**src/rtl/eirq_pkg.sv**
```systemverilog
package eirq_pkg;
  localparam int SW      = 6;
  localparam int B_PIE   = 0;
  localparam int B_U     = 1;
  localparam int B_EH    = 2;
  localparam int B_IH    = 3;
  localparam int IL_LO   = 4;
  localparam int CRS_LO  = 10;
  localparam int PRS_LO  = 16;
  localparam int B_NMI   = 22;
  localparam int B_RSIE  = 23;
  localparam int B_SRS   = 31;

  // Map an out-of-range set number onto set 0.
  function automatic logic [SW-1:0] clamp_set(input logic [SW-1:0] s, input int unsigned n);
    return (32'(s) < n) ? s : '0;
  endfunction
endpackage

```
**src/rtl/eirq_decide.sv**
```systemverilog
module eirq_decide
  import eirq_pkg::*;
(
  input  logic          req_nmi,
  input  logic [SW-1:0] req_level,
  input  logic [SW-1:0] eff_set,
  input  logic          st_pie,
  input  logic          st_nmi,
  input  logic          st_rsie,
  input  logic [SW-1:0] st_il,
  input  logic [SW-1:0] st_crs,
  output logic          ok
);
  logic lvl_above;
  logic set_ok;

  always_comb begin
    lvl_above = req_level > st_il;
    set_ok    = (eff_set != st_crs) || st_rsie;
    if (req_nmi) ok = !st_nmi;
    else         ok = st_pie && lvl_above && set_ok;
  end
endmodule

```
**src/rtl/eirq_entry.sv**
```systemverilog
module eirq_entry
  import eirq_pkg::*;
(
  input  logic [31:0]   old_status,
  input  logic [SW-1:0] req_level,
  input  logic [SW-1:0] eff_set,
  input  logic          req_nmi,
  output logic [31:0]   ent_status,
  output logic [31:0]   save_word
);
  logic [SW-1:0] old_crs;

  always_comb begin
    old_crs    = old_status[CRS_LO +: SW];
    ent_status = old_status;
    ent_status[CRS_LO +: SW] = eff_set;
    ent_status[IL_LO +: SW]  = req_level;
    ent_status[B_NMI]        = req_nmi;
    ent_status[B_RSIE]       = 1'b0;
    ent_status[B_U]          = 1'b0;
    ent_status[B_IH]         = 1'b1;
    if (!old_status[B_EH]) ent_status[PRS_LO +: SW] = old_crs;
    save_word = old_status;
    if (eff_set != '0 && eff_set != old_crs) save_word[B_SRS] = 1'b1;
  end
endmodule

```
**src/rtl/eirq_setbank.sv**
```systemverilog
module eirq_setbank
  import eirq_pkg::*;
#(
  parameter int NSETS = 8,
  parameter int AW    = 32
) (
  input  logic          clk,
  input  logic          rst_n,
  input  logic          wr_en,
  input  logic [SW-1:0] wr_set,
  input  logic          wr_sst_en,
  input  logic [31:0]   wr_sst,
  input  logic [AW-1:0] wr_ea,
  input  logic [SW-1:0] rd_set,
  output logic [31:0]   rd_sst,
  output logic [AW-1:0] rd_ea
);
  logic [31:0]   sst_a [NSETS];
  logic [AW-1:0] ea_a  [NSETS];

  for (genvar g = 0; g < NSETS; g++) begin : g_slot
    logic hit;
    assign hit = wr_en && (wr_set == SW'(g));
    always_ff @(posedge clk or negedge rst_n) begin
      if (!rst_n) begin
        sst_a[g] <= '0;
        ea_a[g]  <= '0;
      end else begin
        if (hit)              ea_a[g]  <= wr_ea;
        if (hit && wr_sst_en) sst_a[g] <= wr_sst;
      end
    end
  end

  always_comb begin
    rd_sst = '0;
    rd_ea  = '0;
    for (int i = 0; i < NSETS; i++) begin
      if (rd_set == SW'(i)) begin
        rd_sst = sst_a[i];
        rd_ea  = ea_a[i];
      end
    end
  end
endmodule

```
**src/rtl/eirq_accept.sv**
```systemverilog
module eirq_accept
  import eirq_pkg::*;
#(
  parameter int NSETS = 8,
  parameter int AW    = 32
) (
  input  logic          clk,
  input  logic          rst_n,
  input  logic          req_valid,
  input  logic [AW-1:0] req_handler,
  input  logic [5:0]    req_level,
  input  logic [5:0]    req_set,
  input  logic          req_nmi,
  input  logic [31:0]   cur_status,
  input  logic [AW-1:0] cur_pc,
  output logic          take,
  output logic          ack,
  output logic [31:0]   new_status,
  output logic [AW-1:0] new_pc,
  output logic [5:0]    active_set,
  output logic [31:0]   estatus,
  input  logic [5:0]    rd_set,
  output logic [31:0]   rd_sstatus,
  output logic [AW-1:0] rd_ea
);
  localparam logic [AW-1:0] PC_STEP = AW'(4);

  logic [1:0]    rst_sync_q;
  logic          rst_i_n;
  logic [SW-1:0] eff_set, rd_eff;
  logic          dec_ok, accept, save_en;
  logic [31:0]   ent_status, save_word;

  logic          take_q, take_d;
  logic [31:0]   status_q, status_d;
  logic [AW-1:0] pc_q, pc_d;
  logic [SW-1:0] set_q, set_d;
  logic [31:0]   est_q, est_d;

  always_ff @(posedge clk or negedge rst_n) begin
    if (!rst_n) rst_sync_q <= 2'b00;
    else        rst_sync_q <= {rst_sync_q[0], 1'b1};
  end
  assign rst_i_n = rst_sync_q[1];

  assign eff_set = clamp_set(req_set, NSETS);
  assign rd_eff  = clamp_set(rd_set, NSETS);

  eirq_decide u_decide (
    .req_nmi   (req_nmi),
    .req_level (req_level),
    .eff_set   (eff_set),
    .st_pie    (cur_status[B_PIE]),
    .st_nmi    (cur_status[B_NMI]),
    .st_rsie   (cur_status[B_RSIE]),
    .st_il     (cur_status[IL_LO +: SW]),
    .st_crs    (cur_status[CRS_LO +: SW]),
    .ok        (dec_ok)
  );

  eirq_entry u_entry (
    .old_status (cur_status),
    .req_level  (req_level),
    .eff_set    (eff_set),
    .req_nmi    (req_nmi),
    .ent_status (ent_status),
    .save_word  (save_word)
  );

  assign accept  = req_valid && !take_q && dec_ok;
  assign save_en = accept && !cur_status[B_EH];

  eirq_setbank #(.NSETS(NSETS), .AW(AW)) u_bank (
    .clk       (clk),
    .rst_n     (rst_i_n),
    .wr_en     (save_en),
    .wr_set    (eff_set),
    .wr_sst_en (eff_set != '0),
    .wr_sst    (save_word),
    .wr_ea     (cur_pc + PC_STEP),
    .rd_set    (rd_eff),
    .rd_sst    (rd_sstatus),
    .rd_ea     (rd_ea)
  );

  always_comb begin
    take_d   = accept;
    status_d = accept ? ent_status  : status_q;
    pc_d     = accept ? req_handler : pc_q;
    set_d    = accept ? eff_set     : set_q;
    est_d    = (save_en && eff_set == '0) ? cur_status : est_q;
  end

  always_ff @(posedge clk or negedge rst_i_n) begin
    if (!rst_i_n) begin
      take_q   <= 1'b0;
      status_q <= '0;
      pc_q     <= '0;
      set_q    <= '0;
      est_q    <= '0;
    end else begin
      take_q   <= take_d;
      status_q <= status_d;
      pc_q     <= pc_d;
      set_q    <= set_d;
      est_q    <= est_d;
    end
  end

  assign take       = take_q;
  assign ack        = take_q;
  assign new_status = status_q;
  assign new_pc     = pc_q;
  assign active_set = set_q;
  assign estatus    = est_q;
endmodule

```
**config.mk**
```make
export PLATFORM = sky130hd
export DESIGN_NAME = eirq_accept
export DESIGN_NICKNAME = d
export VERILOG_FILES = /design/src/rtl/eirq_pkg.sv /design/src/rtl/eirq_decide.sv /design/src/rtl/eirq_entry.sv /design/src/rtl/eirq_setbank.sv /design/src/rtl/eirq_accept.sv
export SDC_FILE = /design/constraint.sdc
export NUM_CORES = 1
export LEC_CHECK = 0
export ABC_AREA = 0
export BUFFER_PORTS_ARGS = -buffer_cell sky130_fd_sc_hd__clkbuf_2
export CORE_UTILIZATION = 40
export CTS_CLUSTER_DIAMETER = 40
export CTS_CLUSTER_SIZE = 12
export DETAILED_ROUTE_END_ITERATION = 8
export SYNTH_ARGS = -nofsm -noshare
export SYNTH_HDL_FRONTEND = slang
export SYNTH_HIERARCHICAL = 1
export SYNTH_SLANG_ARGS = --single-unit
export TNS_END_PERCENT = 30
```
**constraint.sdc**
```tcl
create_clock -name clk -period 55.1 [get_ports clk]
set_clock_uncertainty 0.05 [all_clocks]
set_input_delay 16.53 -clock clk [delete_from_list [all_inputs] [get_ports clk]]
set_output_delay 16.53 -clock clk [all_outputs]
set_load 0.02 [all_outputs]
```
Word level (Yosys, flattened, before mapping)

Cells that the tools add are included.

Bits in registers: 615
Latch bits: 0
RAM bits: 0
ROM bits: 0
Output and inout port bits: 168
Memories kept: 0

$add $sub $neg: 1
Multipliers: 0
Div/mod/pow operators: 0
Magnitude comparators: 3
Equal/unequal tests: 15
Shift-type cells: 0
Mux-type cells: 21
Bitwise operators: 0
Reduce and logical (&&, ||, !) cells: 29

Operators with widths:

| kind                                                       | number |
|---|---|
| 2-to-1 mux 32 bit                                          | 16 |
| equality test 6 x 3 -> 1 bit, second input constant        | 8 |
| adder 32 x 3 -> 32 bit, second input constant              | 1 |
| equality test 6 x 2 -> 1 bit, second input constant        | 4 |
| logical AND 1 bit                                          | 22 |
| 2-to-1 mux 6 bit                                           | 3 |
| equality test 6 x 1 -> 1 bit, second input constant        | 2 |
| zero test 6 bit                                            | 2 |
| less-than comparator 6 x 4 -> 1 bit, second input constant | 2 |
| greater-than comparator 6 bit                              | 1 |
| != test 6 bit                                              | 1 |
| nonzero test 6 bit                                         | 1 |
| zero test 1 bit                                            | 3 |
| 2-to-1 mux 1 bit                                           | 2 |
| logical OR 1 bit                                           | 1 |

Logic depth before layout (Yosys ltp)

Gate-level depths: netlist (run 1).

Depth after elaboration: 11
Mapped depth: 14
Depth with buffers taken out: 12

By module

Netlist (run 1), hierarchy kept.

By module, submodules not included:

| module       | instances | cells an instance | area each (µm²) |
|---|---|---|---|
| eirq_setbank | 1         | 1,744             | 23,486.3 |
| eirq_accept  | 1         | 451               | 4,674.5 |
| eirq_entry   | 1         | 78                | 600.6 |
| eirq_decide  | 1         | 34                | 245.2 |

Worst setup path before layout (run 1)

Ideal clock, no wire load.

Path kind: in2out
Start: in rd_set[5]
End: out rd_ea[22]
Arrival: 18,446 ps
Data required time: 38,520 ps
Setup slack: 20,074 ps
Stages: 9
Path through: nor3_1 -> and2_1 -> buf_2 -> nor2b_1 -> buf_2 -> buf_1 -> a22o_1 -> a221oi_1 -> o31ai_1

Cells in the longest elaborated chain, start to end: 11
Elaborated cells between the ends (all ways): 18
Those cells by class: order compare: 1; eq/ne: 7; mux: 9; reduce/logical: 1

Ends and longest elaborated chain:

| element                               | RTL line           | source |
|---|---|---|
| start, declared                       | eirq_accept.sv:22  | `input logic [5:0] rd_set,` |
| less-than comparator 6 x 4 -> 1 bit * | eirq_pkg.sv:16     | `return (32'(s) < n) ? s : '0;` |
| 2-to-1 mux 6 bit *                    | eirq_pkg.sv:16     |  |
| via rd_eff[0]                         | eirq_accept.sv:30  | `logic [SW-1:0] eff_set, rd_eff;` |
| zero test 6 bit                       | eirq_setbank.sv:39 | `if (rd_set == SW'(i)) begin` |
| 2-to-1 mux 32 bit (7 in a row)        | eirq_setbank.sv:39 |  |
| 2-to-1 mux 32 bit *                   | eirq_setbank.sv:39 |  |
| end, declared                         | eirq_accept.sv:24  | `output logic [AW-1:0] rd_ea` |

Mark *: on every way through the listed nets, which the timed path passes. The rest lies on a longest branch.

Worst setup path in the final report (run 1)

Start: in rd_set[5]
End: out rd_sstatus[16]

Cells in the longest elaborated chain, start to end: 11
Elaborated cells between the ends (all ways): 18
Those cells by class: order compare: 1; eq/ne: 7; mux: 9; reduce/logical: 1

Ends and longest elaborated chain:

| element                               | RTL line           | source |
|---|---|---|
| less-than comparator 6 x 4 -> 1 bit * | eirq_pkg.sv:16     |  |
| 2-to-1 mux 6 bit *                    | eirq_pkg.sv:16     |  |
| via rd_eff[0]                         | eirq_accept.sv:30  |  |
| zero test 6 bit                       | eirq_setbank.sv:39 |  |
| 2-to-1 mux 32 bit (7 in a row)        | eirq_setbank.sv:39 |  |
| 2-to-1 mux 32 bit *                   | eirq_setbank.sv:39 |  |
| end, declared                         | eirq_accept.sv:23  | `output logic [31:0] rd_sstatus,` |

Marks and branches as above.

==> results of run 1 <==
==> synth_stat cells (2+ instances only) <==
master,count
dfrtp_1,617
mux2_2,540
nand2_1,271
nor2_1,90
mux2i_1,69
buf_2,68
buf_4,66
a21oi_1,50
clkbuf_1,47
a221oi_1,46
a22o_1,33
o2bb2ai_1,33
mux2_4,29
o31ai_1,27
buf_1,25
xnor2_1,25
mux4_2,18
nand3_1,18
a2bb2oi_1,16
inv_1,15
nand3b_1,14
nor2b_1,14
o211ai_1,14
xor2_1,14
nand4_1,13
o21ai_0,13
o22a_1,13
and2_1,12
and3_1,10
o21ai_1,10
nor3_1,9
a22oi_1,7
ha_1,7
o21a_1,5
conb_1,4
o22ai_1,4
a31oi_1,3
buf_12,3
mux2_1,3
nor3_4,3
buf_6,2
nand2b_1,2
nor4_1,2
or3_1,2
==> cell type report <==
class                      instances  area (sq um)  share of cell area
sequential                       617         15400               0.451
clock buffer                     115          2660              0.0778
clock inverter                    65           689              0.0202
inverter                          16          61.3             0.00179
antenna                            1          2.50           0.0000732
timing repair buffer             314          1660              0.0484
tap                              950          1190              0.0348
multi-input combinational       1494         12500               0.366
==> worst max-delay path: cells and delay by family <==
| kind | cells | cell delay, ns |
|---|---|---|
| compound gates | 3 | 0.86 |
| buf+inv | 5 | 2.24 |
| simple gates | 3 | 1.02 |
==> through the flow <==
step	instance area [sq um]	worst slack (ns)	total power, W	std cells
after floorplan	29100	20.07	0.000584	2339
after global placement	30900	17.82	0.000626	3391
after detailed placement	30900	17.79	0.000629	3391
after CTS	34200	17.78	0.00125	3571
after global routing	34200	17.56	0.00129	3572
final	34200	17.81	0.00124	3572
==> path summary, 6_finish.rpt <==
path	from	end	slack, ns	depth (start not counted)
worst max register to register	rst_sync_q[1]	u_bank/ea_a[246]	50.81	4
max in group asynchronous	rst_n	rst_sync_q[1]	39.26	1
min in group clk	rst_sync_q[0]	rst_sync_q[1]	0.30	0
worst max-delay path	rd_set[5]	rd_sstatus[16]	17.81	11
worst min-delay path	rst_sync_q[1]	new_status[24]	0.22	0
worst min register to register	rst_sync_q[1]	new_status[24]	0.22	0
==> registers in the layout, summed over array words and instances (netlist names) <==
name,cells
rst_sync_q,2
new_status,32
u_bank/ea_a,256
new_pc,32
ack,1
estatus,32
u_bank/sst_a,256
active_set,6
==> layer usage <==
metal | global-route usage | vias to the layer above
li1 | - | 8663
met1 | 0.296 | 10251
met2 | 0.367 | 566
met3 | 0.0403 | 126
met4 | 0.0717 | 0
met5 | 0 | -
==> where the power goes <==
group	total [W]	internal, W	leakage [nW]	switching, W
Sequential	0.000495	0.000480	8.45	0.0000153
Clock	0.000618	0.000387	1.59	0.000231
Combinational	0.000126	0.0000451	6.97	0.0000812
Total	0.00124	0.000912	17.0	0.000327
==> logic make-up after synthesis <==
kind of cell,Yosys count,synth area share
AO/OA/AOI/OAI,281,0.0727
XOR/XNOR,39,0.0118
adder cells (fa/ha/maj),7,0.00302
buffers and inverters,228,0.0432
flip-flops,617,0.532
multiplexers,659,0.264
other,4,0.000517
AND/OR/NAND/NOR,472,0.0729
==> impl_metrics.csv, run 1 <==
group,metric,value,unit
final_layout,final_common_cell,"dfrtp_1",
logic_synthesis,synth_top_area_share,0.532,
routing,totalWireLength,82200,um
power,leakage,17.0,nW
logic_synthesis,synth_seq_cells,617,
timing,setup_viol,0,
clock_tree,post_cts_buffers,0,
run_status,status,"finished, final reports clean",
logic_synthesis,synth_edf_count,0,
worst_setup_path,crit_fanout,47,
die,die_area,73600,sq um
routing,drt_iter0_markers,1194,
logic_synthesis,async_flop_share,1.00,
logic_synthesis,synth_ff_type,"dfrtp_1",
final_layout,final_nets,2666,
global_route,grt_max_degree,169,
worst_setup_path,crit_path_top_delay_cell,"buf_4",
run,maxCapViolCount,0,
global_route,grt_pass1_vias,20869,
place,port_buffers,285,
clock_tree,numCtsBuffers,98,
timing,finalMaxSlewViolations,0,
place,gp_congestion,0.759,
clock_tree,ctsHoldBuffers,0,
routing,via_count,19606,
final_layout,layout_common_cells,"616 x dfrtp_1, 540 x mux2_2, 285 x clkbuf_2, 259 x nand2_1, 101 x clkbuf_16",
die,die_w,271,um
die,ioPinCount,286,
clock_tree,clockBufferDepth,3,
worst_setup_path,path_cells,"clkbuf_2 > nor3_1 > and2_4 > buf_4 > buf_4 > nor2b_4 > buf_4 > a22o_1 > a221oi_1 > o31ai_1 > clkbuf_2",
logic_synthesis,postSynthCellCount,2307,
logic_synthesis,synth_warnings,6,
routing,drc_errors,0,
clock_tree,clock_sinks,617,
logic_synthesis,synth_cell_type_count,65,
logic_synthesis,ys_top_cells_by_area,"dfrtp_1 53%, mux2_2 21%, nand2_1 3.5%",
logic_synthesis,synth_area,29000,sq um
timing,fin_crit,37.29,ns
routing,ant_nets,0,
final_layout,utilization,0.478,
timing,rsz0062_at_grt,"false",
logic_synthesis,ys_seq_area_frac,0.532,
worst_setup_path,crit_path_end_kind,"output pin",
clock_tree,ctsRootBufferMaster,"clkbuf_16",
die,core.rowCount,98,
place,dpl.hpwl,48000,um
logic_synthesis,syn_area_per_cell,12.6,sq um
power,vdd_ir_drop_max,0.0304,mV
routing,wire_per_inst,23.0,um
global_route,grtUsageTotal,0.222,
timing,fmax,0.0268,GHz
global_route,grt_overflow,0,
worst_hold_path,hp-class,"reg -> async",
final_layout,area.growth.synth_to_final,17.9,%
die,coreArea,71600,sq um
timing,worst_pin_slew,1.25,ns
worst_setup_path,max_stage_delay,0.67,ns
worst_setup_path,crit_path_start_kind,"primary input",
global_route,grt_antenna_before_repair,2,
power,pwr_density_cell,36.2,nW/um^2
timing,fin_crit_sh,0.677,
timing,tns,0,ns
worst_setup_path,crit_type,"in -> out",
worst_setup_path,arrival,20.71,ns
die,die_h,271,um
routing,met3WireLength,4580,um
worst_setup_path,cpMostUsedCell,"buf_4",
global_route,grt_pass1_wl,126000,um
routing,wl_met2,39800,um
routing,wl_met1,36000,um
timing,hold_viol,0,
clock_tree,clkSlewWorstSetupHoldPaths,0.06,ns
timing,relSlewSlack,0.165,
clock_tree,cts_resized,0,
worst_setup_path,cp.required,38.52,ns
routing,routed_via_density,5.49,
die,start_util,0.405,
final_layout,drive_gt1_frac,0.424,
logic_synthesis,synth_top_area_cell,"dfrtp_1",
final_layout,fill_cells,6490,
routing,dr.max_layer_used,"met4",
clock_tree,cts_tree,"yes",
timing,holdWs,0.219,ns
clock_tree,h-tree-depth,3,
routing,dr.pass1.iters,5,
clock_tree,clk_latency,0.64,ns
Power figures use the tool's default switching activity.
==> run 2: changes to the inputs <==
- clock period: 55.1 -> 34.8 ns (I/O delays scaled with it)
==> run 2 against run 1 <==
Sequential power up 59%. Combinational power increased by 58%. Global-route usage rose by 0.13 points. Largest cell class unchanged. Critical path type unchanged.
==> impl_metrics.csv, run 2 (synthesis gave the netlist of run 1 again) <==
group,metric,value,unit
timing,holdWs,0.301,ns
worst_setup_path,cp.required,24.31,ns
worst_hold_path,hp-class,"reg -> reg",
worst_hold_path,holdPathStages,0,
final_layout,fill_cells,6325,
timing,tns,0,ns
power,leakage,17.2,nW
timing,fin_crit,25.02,ns
place,dp.cells,3391,
place,port_buffers,285,
power,pwr_density_cell,59.6,nW/um^2
worst_setup_path,r2r-start,"ack",
worst_setup_path,path_cells,"clkbuf_2 > nor3_1 > and2_4 > clkinv_2 > buf_4 > nor3_4 > buf_4 > a22oi_1 > o21ai_1 > clkbuf_2",
clock_tree,numCtsBuffers,99,
final_layout,layout_common_cells,"616 x dfrtp_1, 540 x mux2_2, 285 x clkbuf_2, 259 x nand2_1, 102 x clkbuf_16",
global_route,grt_antenna_before_repair,0,
timing,setup_slack,9.78,ns
final_layout,reg_top3,"u_bank/ea_a (256), u_bank/sst_a (256)",
clock_tree,post_cts_buffers,0,
routing,via_count,19604,
die,ioPinCount,286,
die,core.rowCount,98,
global_route,grt_pass1_vias,21171,
worst_setup_path,crit_type,"in -> out",
place,dpl.hpwl,48100,um
routing,drt_iter0_markers,1333,
final_layout,area.growth.synth_to_final,19.0,%
clock_tree,clock_sinks,617,
timing,rsz0062_at_grt,"false",
worst_setup_path,startpoint,"rd_set[5]",
worst_setup_path,path_delay_family,"buffers and inverters",
clock_tree,cts_tree,"yes",
clock_tree,h-tree-depth,3,
die,die_w,271,um
timing,hold_viol,0,
power,power,0.00206,W
worst_setup_path,max_stage_delay,0.93,ns
clock_tree,clk_latency,0.64,ns
worst_setup_path,crit_fanout,45,
timing,fin_crit_sh,0.719,
routing,ant_nets,0,
routing,drc_errors,0,
timing,relSlewSlack,0.160,
worst_setup_path,arrival,14.53,ns
global_route,grt_pass1_wl,127000,um
clock_tree,ctsHoldBuffers,0,
global_route,grt_overflow,0,
final_layout,fin_cells,3576,
worst_setup_path,crit_path_start_kind,"primary input",
timing,setup_viol,0,
routing,totalWireLength,82500,um
final_layout,final_nets,2667,
power,vdd_ir_drop_max,0.0404,mV
routing,routed_via_density,5.48,
timing,finalMaxSlewViolations,0,
clock_tree,clkSlewWorstSetupHoldPaths,0.05,ns
die,die_area,73600,sq um
place,dp_slack,9.84,ns
worst_setup_path,reg2reg_slack,31.59,ns
run_status,status,"finished, final reports clean",
place,gp_congestion,0.758,
clock_tree,cts_resized,0,
worst_setup_path,cp.buffers_inverters,5,
worst_setup_path,crit_path_end_kind,"output pin",
die,coreArea,71600,sq um
clock_tree,clockBufferDepth,3,
die,start_util,0.405,
final_layout,final_common_cell,"dfrtp_1",
clock_tree,ctsRootBufferMaster,"clkbuf_16",
worst_hold_path,hp-start,"rst_sync_q[0]",
global_route,grtUsageTotal,0.224,
worst_setup_path,r2r_cells,6,
timing,fmax,0.0400,GHz
routing,dr.pass1.iters,5,
worst_hold_path,holdPathEnd,"rst_sync_q[1]",
final_layout,drive_gt1_frac,0.425,
timing,worst_pin_slew,1.26,ns
worst_setup_path,crit_path_top_delay_cell,"clkinv_2",
routing,wire_per_inst,23.1,um
die,die_h,271,um
final_layout,seqCellArea,15400,sq um
global_route,grt_max_degree,80,
worst_setup_path,worst_r2r_endpoint,"u_bank/ea_a[22]",
final_layout,multi_input_area,12500,sq um
run,maxCapViolCount,0,
[run 2: through the flow]
step,utilization,cell area [sq um]
floorplan,-,29100
global placement,0.431,30800
detailed placement,0.431,30800
CTS,0.482,34500
global route,0.482,34500
finish,0.482,34500
[run 2: area by class of cell]
type,instances,area share
diodes,1,0.0000725
clock buffers,118,0.0788
clock inverters,66,0.0280
inverters,16,0.00178
multi-input cells,1494,0.362
flip-flops and latches,617,0.447
well taps,950,0.0344
repair buffers,314,0.0476
[run 2: worst max path at each step]
| stage | end | slack, ns | cells past startpoint |
|---|---|---|---|
| CTS | rd_ea[3] | 9.84 | 10 |
| floorplan | rd_ea[22] | 11.95 | 9 |
| global placement | rd_ea[3] | 9.88 | 10 |
| global route | rd_sstatus[17] | 9.63 | 10 |
| detailed placement | rd_ea[3] | 9.84 | 10 |
| finish | rd_ea[3] | 9.78 | 10 |
[run 2: power by group]
part	internal (W)	switching, W	total (W)
clock network	0.000706	0.000368	0.00107
logic	0.0000713	0.000128	0.000199
registers	0.000760	0.0000250	0.000785
[run 2: routing by layer]
layer / part of all wire / wire (um) / GRT usage
met5: 0 / 0 / 0
met4: 0.021 / 1750 / 0.0707
met3: 0.060 / 4990 / 0.0427
met2: 0.49 / 40200 / 0.376
met1: 0.43 / 35600 / 0.291
==> run 3: changes to the inputs <==
- clock period: 34.8 -> 23 ns (I/O delays scaled with it)
==> run 3 against run 2 <==
Via count up 0.80%. Count of clock-buffer cells in the layout is 13 higher. Routed wire length decreased by 0.49%. Sequential cell count did not move. Die area stayed put. Critical path depth grew 1. Clock power grew 47%. Design area fell by 0.31%. Largest cell class unchanged.
==> impl_metrics.csv, run 3 (synthesis gave the netlist of run 1 again) <==
group,metric,value,unit
final_layout,multi_input_area,12500,sq um
worst_setup_path,worst_r2r_endpoint,"u_bank/ea_a[214]",
global_route,grt_max_degree,163,
final_layout,final_nets,2670,
timing,holdWs,0.231,ns
final_layout,area.growth.synth_to_final,18.7,%
worst_setup_path,crit_fanout,47,
global_route,grt_overflow,0,
run,maxCapViolCount,0,
timing,finalMaxSlewViolations,0,
final_layout,reg_top3,"u_bank/ea_a (256), u_bank/sst_a (256)",
die,die_area,73600,sq um
timing,relSlewSlack,0.182,
worst_setup_path,reg2reg_slack,19.58,ns
global_route,grt_pass1_wl,127000,um
global_route,grt_pass1_vias,20805,
worst_setup_path,crit_type,"in -> out",
final_layout,seqCellArea,15400,sq um
power,vdd_ir_drop_max,0.0660,mV
timing,fin_crit,17.99,ns
worst_setup_path,crit_path_start_kind,"primary input",
place,gp_congestion,0.766,
power,internal_power,0.00228,W
global_route,grt_antenna_before_repair,2,
die,ioPinCount,286,
routing,dr.pass1.iters,4,
clock_tree,ctsHoldBuffers,0,
timing,tns,0,ns
worst_setup_path,r2r-start,"rst_sync_q[1]",
clock_tree,clkSlewWorstSetupHoldPaths,0.05,ns
worst_setup_path,cp.required,16.05,ns
worst_setup_path,crit_path_end_kind,"output pin",
final_layout,fill_cells,6471,
worst_setup_path,arrival,11.04,ns
die,start_util,0.405,
worst_setup_path,startpoint,"rd_set[5]",
timing,setup_viol,0,
clock_tree,numCtsBuffers,102,
timing,fin_crit_sh,0.782,
clock_tree,clock_sinks,617,
worst_setup_path,r2r_cells,3,
global_route,grtUsageTotal,0.223,
power,switchingPower,0.000775,W
worst_hold_path,hp-class,"reg -> async",
die,die_w,271,um
routing,totalWireLength,82100,um
routing,drt_iter0_markers,1115,
run_status,status,"finished, final reports clean",
clock_tree,clockBufferDepth,3,
clock_tree,cts_resized,0,
clock_tree,cts_tree,"yes",
routing,drc_errors,0,
timing,rsz0062_at_grt,"false",
worst_setup_path,crit_end,"rd_sstatus[16]",
final_layout,layout_common_cells,"616 x dfrtp_1, 540 x mux2_2, 285 x clkbuf_2, 259 x nand2_1, 103 x clkbuf_16",
final_layout,utilization,0.481,
place,port_buffers,285,
timing,fmax,0.0556,GHz
die,die_h,271,um
power,power.share.switching,0.253,
clock_tree,post_cts_buffers,0,
routing,ant_nets,0,
power,p_seq_frac,0.388,
timing,hold_viol,0,
final_layout,drive_gt1_frac,0.423,
power,p_comb_frac,0.099,
clock_tree,ctsRootBufferMaster,"clkbuf_16",
routing,routed_via_density,5.52,
clock_tree,h-tree-depth,3,
routing,via_count,19761,
routing,wire_per_inst,22.9,um
final_layout,final_common_cell,"dfrtp_1",
power,leakage,17.2,nW
power,pwr-share-clk,0.513,
die,coreArea,71600,sq um
power,pwr_density_cell,88.8,nW/um^2
place,dpl.hpwl,47900,um
clock_tree,clk_latency,0.64,ns
timing,worst_pin_slew,1.23,ns
die,core.rowCount,98,
-- run 3: worst min path at each step --
stage	start	to	slack (ns)
finish	rst_sync_q[1]	new_status[26]	0.23
global route	rst_sync_q[1]	new_status[28]	0.28
CTS	rst_sync_q[1]	new_status[30]	0.25
detailed placement	rst_sync_q[1]	estatus[2]	0.25
global placement	rst_sync_q[1]	estatus[2]	0.25
floorplan	rst_sync_q[0]	rst_sync_q[1]	0.28
-- run 3: final cells by class --
class | instances | area share
flip-flops and latches | 617 | 0.449
multi-input cells | 1494 | 0.363
clock buffers | 131 | 0.0820
repair buffers | 314 | 0.0481
well taps | 950 | 0.0345
clock inverters | 58 | 0.0216
inverters | 16 | 0.00178
diodes | 2 | 0.000145
-- run 3: worst max-delay path: stages --
cell	delay (ns)
clkbuf_2	0.08
nor3_1	0.31
and2_4	0.45
buf_4	0.57
buf_4	0.65
nor2b_4	0.25
buf_4	0.66
a22o_1	0.23
a221oi_1	0.08
o31ai_1	0.49
clkbuf_2	0.27
-- run 3: layer usage --
layer	global-route usage	wire (um)	up-vias
met2	0.367	39500	613
li1	-	-	8690
met3	0.0402	4780	145
met4	0.0741	2050	0
met5	0	0	-
met1	0.296	35800	10313
-- run 3: power by group through the flow --
stage	combinational (W)	sequential (W)	clock (W)
floorplan	0.000122	0.00128	0
global placement	0.000299	0.00120	0
detailed placement	0.000304	0.00120	0
CTS	0.000304	0.00119	0.00160
global route	0.000328	0.00119	0.00165
finish	0.000302	0.00119	0.00157
-- run 3: per-stage QoR --
| stage | std cells | total power [W] | setup slack [ns] | area [sq um] |
|---|---|---|---|---|
| global placement | 3391 | 0.00150 | 4.99 | 30900 |
| detailed placement | 3391 | 0.00151 | 5.03 | 30900 |
| finish | 3582 | 0.00306 | 5.01 | 34400 |
| floorplan | 2339 | 0.00140 | 4.48 | 29100 |
| global route | 3581 | 0.00317 | 4.77 | 34400 |
| CTS | 3580 | 0.00309 | 5.03 | 34400 |
